--- config.mk ---
export PLATFORM = sky130hd
export DESIGN_NAME = ee_burst_ctl
export DESIGN_NICKNAME = d
export VERILOG_FILES = /design/src/rtl/ee_burst_ctl.sv
export SDC_FILE = /design/constraint.sdc
export NUM_CORES = 1
export LEC_CHECK = 0
export BUFFER_PORTS_ARGS = -buffer_cell sky130_fd_sc_hd__buf_2
export CAP_MARGIN = 20
export CORE_MARGIN = 2
export CORE_UTILIZATION = 49
export DETAILED_ROUTE_END_ITERATION = 10
export PLACE_DENSITY = 0.77
export SETUP_SLACK_MARGIN = 0.15
export SYNTH_ARGS = -nofsm -noshare
export SYNTH_HDL_FRONTEND = slang
export SYNTH_SLANG_ARGS = --single-unit
--- constraint.sdc ---
create_clock -name clk -period 2.1 [get_ports clk]
set_input_delay 0.525 -clock clk [delete_from_list [all_inputs] [get_ports clk]]
set_output_delay 0.525 -clock clk [all_outputs]
set_load 0.05 [all_outputs]
--- src/rtl/ee_burst_ctl.sv ---
`timescale 1ns/1ps
module ee_burst_ctl #(
  parameter int EE_AW  = 16,
  parameter int BASE_W = 9,
  parameter int LOW_W  = 15,
  parameter int RA_W   = 3
) (
  input  logic                    clk,
  input  logic                    rst_n,
  input  logic                    reg_wr,
  input  logic [RA_W-1:0]         reg_addr,
  input  logic [31:0]             reg_wdata,
  output logic [31:0]             reg_rdata,
  output logic                    ee_req,
  output logic                    ee_we,
  output logic [EE_AW-1:0]        ee_addr,
  output logic [7:0]              ee_wdata,
  input  logic                    ee_ack,
  input  logic [7:0]              ee_rdata,
  output logic                    mem_we,
  output logic [BASE_W+LOW_W-1:0] mem_addr,
  output logic [7:0]              mem_data
);
  localparam int HI_W = LOW_W - 8;
  localparam logic [RA_W-1:0] OFF_CTRL  = 0;
  localparam logic [RA_W-1:0] OFF_ADDR  = 1;
  localparam logic [RA_W-1:0] OFF_DATA  = 2;
  localparam logic [RA_W-1:0] OFF_BASE  = 3;
  localparam logic [RA_W-1:0] OFF_BURST = 4;
  localparam logic [2:0] S_IDLE = 3'd0, S_SGL = 3'd1, S_HI = 3'd2, S_LO = 3'd3, S_DAT = 3'd4;

  logic [2:0]        state;
  logic              sgl_we;
  logic [EE_AW-1:0]  addr_q, ptr, last_q;
  logic              last_ok;
  logic [7:0]        data_q, lo_q;
  logic [HI_W-1:0]   hi_q;
  logic [BASE_W-1:0] base_q;

  logic busy, rd_bit, wr_bit, burst_bit;
  assign busy      = state != S_IDLE;
  assign rd_bit    = state == S_SGL && !sgl_we;
  assign wr_bit    = state == S_SGL &&  sgl_we;
  assign burst_bit = state == S_LO || state == S_HI || state == S_DAT;

  assign ee_req   = busy;
  assign ee_we    = wr_bit;
  assign ee_addr  = (state == S_SGL) ? addr_q : ptr;
  assign ee_wdata = data_q;

  always_comb begin
    reg_rdata = '0;
    case (reg_addr)
      OFF_CTRL:  reg_rdata[2:0] = {busy, rd_bit, wr_bit};
      OFF_ADDR:  reg_rdata[EE_AW-1:0] = addr_q;
      OFF_DATA:  reg_rdata[7:0] = data_q;
      OFF_BASE:  reg_rdata[BASE_W-1:0] = base_q;
      OFF_BURST: reg_rdata[1] = burst_bit;
      default:   reg_rdata = '0;
    endcase
  end

  always_ff @(posedge clk or negedge rst_n) begin
    if (!rst_n) begin
      state    <= S_IDLE;
      sgl_we   <= 1'b0;
      addr_q   <= '0;
      ptr      <= '0;
      last_q   <= '0;
      last_ok  <= 1'b0;
      data_q   <= '0;
      lo_q     <= '0;
      hi_q     <= '0;
      base_q   <= '0;
      mem_we   <= 1'b0;
      mem_addr <= '0;
      mem_data <= '0;
    end else begin
      mem_we <= 1'b0;
      if (state == S_IDLE) begin
        if (reg_wr) begin
          case (reg_addr)
            OFF_CTRL: if (reg_wdata[1] || reg_wdata[0]) begin
              state  <= S_SGL;
              sgl_we <= !reg_wdata[1];
            end
            OFF_ADDR:  addr_q <= reg_wdata[EE_AW-1:0];
            OFF_DATA:  data_q <= reg_wdata[7:0];
            OFF_BASE:  base_q <= reg_wdata[BASE_W-1:0];
            OFF_BURST: if (reg_wdata[1]) begin
              state <= S_LO;
              ptr   <= last_ok ? last_q + 1'b1 : '0;
            end
            default: ;
          endcase
        end
      end else if (ee_ack) begin
        last_ok <= 1'b1;
        if (state == S_SGL) begin
          state  <= S_IDLE;
          last_q <= addr_q;
          if (!sgl_we) data_q <= ee_rdata;
        end else begin
          last_q <= ptr;
          ptr    <= ptr + 1'b1;
          case (state)
            S_LO: begin
              lo_q  <= ee_rdata;
              state <= S_HI;
            end
            S_HI: begin
              hi_q  <= ee_rdata[HI_W-1:0];
              state <= (ee_rdata == 8'hFF) ? S_IDLE : S_DAT;
            end
            default: begin
              mem_we   <= 1'b1;
              mem_addr <= {base_q, hi_q, lo_q};
              mem_data <= ee_rdata;
              state    <= S_LO;
            end
          endcase
        end
      end
    end
  end

  logic unused_ok;
  assign unused_ok = &{1'b0, reg_wdata};
endmodule


Word-level counts from Yosys, hierarchy flattened:

Index checks and enable logic that the tools add are counted.

* reductions and logical operators: 23
* bitwise operators: 3
* mux-type cells: 33
* add/subtract/negate cells: 2
* equality and inequality tests: 18

Operators by type and width (number)
* $mux W16: 8
* $mux W8: 6
* $add A16 B1 Y16 const B: 2
* $mux W3: 7
* $reduce_and A4 Y1: 4
* $pmux W5 S3: 1
* $reduce_and A5 Y1: 3
* $eq A3 B2 Y1 const B: 4
* $pmux W3 S2: 2
* $eq A8 B8 Y1 const B: 1
* $ne A2 B1 Y1 const B: 4
* $pmux W1 S4: 2
* $mux W7: 1
* $eq A3 B1 Y1 const B: 2
* $eq A3 B3 Y1 const B: 2
* $logic_not A3 Y1: 2
* $ne A3 B3 Y1 const B: 2
* $reduce_and A3 Y1: 2
* $pmux W1 S5: 1
* $mux W1: 4
* $ne A2 B2 Y1 const B: 2
* $reduce_bool A2 Y1: 2
* $logic_or A1 B1 Y1: 3
* $ne A3 B1 Y1 const B: 1
* 7 further kinds: 11

* register bits: 118
* input bits: 47
* output and inout bits: 91

Depth between registers and ports, before layout:

* word-level depth: 6
* depth in mapped cells: 9
* mapped depth without buffers: 6

Worst setup path before layout:

Ideal clock, no wire load.

* path kind: register -> output
* start: reg state[2]
* end: out reg_rdata[1]
* path slack: -0.847 ns
* arrival: 2.422 ns
* stages on the path, launching flop included: 7
* cell sequence: dfrtp_1 > buf_2 > or2_4 > nor2_4 > buf_4 > a2bb2oi_1 > o32ai_1

* longest elaborated chain between the ends: 4

Ends and longest elaborated chain
* from (decl): line 32 `logic [2:0] state;`
* from (signal assigned): line 113 `state <= (ee_rdata == 8'hFF) ? S_IDLE : S_DAT;`
* $eq A3 B2 Y1: line 44 `assign burst_bit = state == S_LO || state == S_HI || state == S_DAT;`
* $logic_or A1 B1 Y1 (2 in a row): line 44
* $pmux W1 S5 (*): line 53 `case (reg_addr)`
* to (decl): line 13 `output logic [31:0] reg_rdata,`

Every way passes the cells marked *; elsewhere a longest branch is shown, timed or not.

Worst setup path in the final report:

* start: reg state[1]
* end: out reg_rdata[1]

Same word-level chain as after synthesis.

==> results.yml <==
worst_setup_path:
  cpMostUsedCell: "sky130_fd_sc_hd__buf_6"
  cpMaxStageDelayCell: "sky130_fd_sc_hd__dfrtp_1"
  crit_arrival_ns: 2.08
  r2r-start: "state[1]"
  worst_path_dominant_cell_family: "compound AO/OA/AOI/OAI gates"
  worst_r2r_endpoint: "ptr[13]"
  cells_along_the_critical_path: "buf_6, buf_4, nor2_1, a21oi_1, a2bb2oi_2, o32ai_4, buf_6"
  critPathLaunchType: "flop"
  critical_path_peak_fanout: 3
  worst-r2r-setup-slack_ns: -0.01
  crit_required_ns: 1.57
  buffers_plus_inverters_on_the_worst_setup_path: 3
  worst_path_largest_cell_delay_ns: 0.41
  crit_type: "reg -> out"
  crit_path_end_kind: "output port"
  reg2reg_depth: 9
cells_and_area:
  finish.instance_area_um2: 8840
  flow.area_growth_from_synthesis_pct: 49.4
  final.fill_count: 689
  postLayoutCoreUtil_pct: 74.2
  drive_gt1_share_pct: 53.7
  antennaDiodeCount: 0
  nets: 790
sta:
  max_slew.worst_pin.slew_ns: 0.497
  rsz_0062_raised_after_global_routing: "true"
  min_cycle_time_layout_ns: 2.60
  timing.slew.headroom_pct: 66.6
  fin_worst_skew_ns: 0.00896
  post-route-worst-setup-slack_ns: -0.502
  finalSetupViolations: 24
  maxSlewViolCount: 0
  fmaxAchievable_mhz: 384
  final-hold-violation-count: 0
  finalCritPeriodShare_pct: 124
routing:
  post-route-drc-count: 0
  dr_total_vias: 5419
  firstDrtPassIters: 5
  wl_um: 20300
  drtIter0Drc: 387
  wire_per_inst_um: 22.6
  detail_route.vias_per_cell: 6.01
  detail-route-antenna-nets: 0
global_routing:
  grt_start_max_net_pins: 42
  grt_util_all_layers_pct: 28.6
  grt-ovfl-total: 0
  first_pass_grt_wire_length_um: 28200
  first_global_vias: 5216
  number_of_antenna_violations_at_the_first_check_in_global_routing: 0
synth:
  netlist.area_leader.share_pct: 49.9
  avgSynthCellArea_um2: 10.9
  synth.largest_area_cell: "sky130_fd_sc_hd__dfrtp_1"
  synthArstFlopShare_pct: 100
  post_synth_main_area_contributors: "sky130_fd_sc_hd__dfrtp_1, sky130_fd_sc_hd__mux2_2, sky130_fd_sc_hd__nand2_1"
  synth.yosys.warnings: 0
  synthesis.area_um2: 5920
  post_synth_most_frequent_cells: "sky130_fd_sc_hd__dfrtp_1, sky130_fd_sc_hd__mux2_2, sky130_fd_sc_hd__nand2_1, sky130_fd_sc_hd__nor2_1, sky130_fd_sc_hd__buf_4"
  post_synthesis_sequential_area_ratio_pct: 49.9
  synth_top_flop_cell: "sky130_fd_sc_hd__dfrtp_1"
  yosysMostFrequentCell: "sky130_fd_sc_hd__dfrtp_1"
  yosysUniqueCellTypes: 59
  ys_ff_latch: 118
  syn_inst: 542
  synth_edf_count: 0
run_status:
  failed_checks: "setup timing"
  outcome: "finished with violations"
pwr:
  cellInternalPower_w: 0.00898
  power.total_w: 0.0162
  power_density_nw_per_um2: 1840
  leakagePower_nw: 4.14
  p_switching_w: 0.00725
  swShare_pct: 44.7
  clock_power_share_pct: 19.5
  share_comb_of_total_power_pct: 53.6
  pwr-share-seq_pct: 26.8
  irDropWorstVdd_mv: 1.57
placed_design:
  final_weighted_congestion_in_routability_driven_placement: 0.898
  dpl.hpwl_um: 11200
  dpl_worst_slack_ns: -0.135
  portBuffers: 105
  place_area_um2: 6990
clock_tree:
  worst_skew_pair.late_latency_ns: 0.43
  cts_tree: "done"
  cts_htree_levels: 4
  cts_max_path_buffers: 2
  cts_buffer_count: 17
  cts.root.buffer_cell: "sky130_fd_sc_hd__clkbuf_16"
  worst_setup_hold_path_clk_slew_ns: 0.06
  clock_sink_count: 118
floorplan:
  dieArea_um2: 13000
  rows: 40
  die-width_um: 114
  core_area_um2: 11900
  ios: 138
  dieHeight_um: 114
  initial_core_utilization_pct: 49.7
worst_hold_path:
  worstHoldPathType: "in -> async"
flow_run:
  max-cap-violations: 0
power groups by stage:
stage | Clock [W] | Sequential (W) | Combinational [W]
floorplan | 0 | 0.00535 | 0.00349
finish | 0.00317 | 0.00436 | 0.00870
global route | 0.00329 | 0.00444 | 0.00903
global placement | 0 | 0.00416 | 0.00635
detailed placement | 0 | 0.00425 | 0.00648
CTS | 0.00315 | 0.00422 | 0.00769
per-layer routing:
| layer | vias up | wire length [um] | global-route usage [%] |
|---|---|---|---|
| met2 | 346 | 10300 | 49.2 |
| met5 | - | 0 | 0 |
| met4 | 0 | 853 | 12.5 |
| met3 | 90 | 1550 | 6.96 |
| li1 | 2305 | - | - |
| met1 | 2678 | 7590 | 34.2 |
final cells by class:
cell class | instances | area (um2) | share of cell area (%)
flip-flops and latches | 118 | 2950 | 33.4
multi-input cells | 390 | 3190 | 36.1
repair buffers | 207 | 1840 | 20.8
well taps | 147 | 184 | 2.08
inverters | 7 | 31.3 | 0.354
clock inverters | 14 | 200 | 2.27
clock buffers | 18 | 439 | 4.97
worst max-delay path by stage:
| stage | startpoint | end | slack [ns] | cells after the start |
|---|---|---|---|---|
| finish | state[1] | reg_rdata[1] | -0.50 | 7 |
| global route | state[1] | reg_rdata[1] | -0.51 | 7 |
| CTS | state[2] | ee_addr[1] | -0.42 | 6 |
| detailed placement | reg_addr[1] | reg_rdata[10] | -0.13 | 6 |
| global placement | reg_addr[1] | reg_rdata[4] | -0.11 | 6 |
| floorplan | state[2] | reg_rdata[0] | -0.11 | 6 |
stage by stage:
step	cells	hold slack (ns)	setup TNS [ns]
after floorplan	557	0.229	-0.218
after global placement	823	0.483	-1.37
after detailed placement	823	0.488	-2.24
after CTS	883	0.0511	-8.09
after global routing	901	0.0595	-10.10
final	901	0.0399	-9.01
registers in the layout (all words and copies together) (netlist names):
signal and flops:
mem_we 1, addr_q 16, last_ok 1, ptr 16
ee_wdata 8, hi_q 7, state 3, sgl_we 1
mem_addr 24, base_q 9, mem_data 8, lo_q 8
last_q 16
worst register-to-register path, delay by kind of cell, from the launching register on:
kind,cells,cell delay [ns]
AOI/OAI and AO/OA,2,0.37
buffers and inverters,4,0.57
DFF,1,0.41
and+or+nand+nor,3,0.64
repair_timing:
action / 4_1_cts / 5_1_grt
gates cloned: 2 / 0
endpoints found under the setup margin: 44 / 80
buffers inserted: 26 / 18
pin swaps: 10 / 16
hold buffers: 0 / 0
resized for setup: 124 / 88
cells by family (layout without fill, tap and decap cells):
kind of cell | count (synthesis) | count (layout) | share of synthesized area, %
simple gates | 187 | 187 | 15.6
flops | 118 | 118 | 49.9
mux | 98 | 98 | 19.0
compound gates | 74 | 74 | 8.40
buf+inv | 49 | 246 | 4.67
xor+xnor | 13 | 13 | 1.92
fa+ha+maj | 2 | 2 | 0.423
other cells | 1 | 16 | 0.0634
placed cells by master (no fill, tap or decap), types with 3 or more instances in the layout:
cell and count:
sky130_fd_sc_hd__a31oi_1 9, sky130_fd_sc_hd__nor2_1 19, sky130_fd_sc_hd__inv_6 3, sky130_fd_sc_hd__nand3_2 5, sky130_fd_sc_hd__buf_8 16, sky130_fd_sc_hd__or3_1 3, sky130_fd_sc_hd__nand3_1 14, sky130_fd_sc_hd__o21a_1 3
sky130_fd_sc_hd__nor2_4 4, sky130_fd_sc_hd__o21ai_1 5, sky130_fd_sc_hd__buf_2 70, sky130_fd_sc_hd__and4_1 3, sky130_fd_sc_hd__clkinvlp_4 3, sky130_fd_sc_hd__mux2_4 30, sky130_fd_sc_hd__and2_4 10, sky130_fd_sc_hd__clkinv_4 4
sky130_fd_sc_hd__a22oi_2 5, sky130_fd_sc_hd__nand4_1 10, sky130_fd_sc_hd__bufinv_16 4, sky130_fd_sc_hd__xnor2_1 9, sky130_fd_sc_hd__buf_4 63, sky130_fd_sc_hd__o21ai_2 5, sky130_fd_sc_hd__xor2_1 4, sky130_fd_sc_hd__inv_1 3
sky130_fd_sc_hd__dfrtp_1 118, sky130_fd_sc_hd__nor4_1 6, sky130_fd_sc_hd__conb_1 16, sky130_fd_sc_hd__a21oi_4 3, sky130_fd_sc_hd__a21oi_2 3, sky130_fd_sc_hd__nand3_4 3, sky130_fd_sc_hd__a21oi_1 9, sky130_fd_sc_hd__nor2_2 6
sky130_fd_sc_hd__clkbuf_16 17, sky130_fd_sc_hd__o21ai_0 8, sky130_fd_sc_hd__buf_6 46, sky130_fd_sc_hd__inv_2 3, sky130_fd_sc_hd__mux2_2 64, sky130_fd_sc_hd__nand2_1 80, sky130_fd_sc_hd__buf_12 10
(Power assumes the default switching activity.)
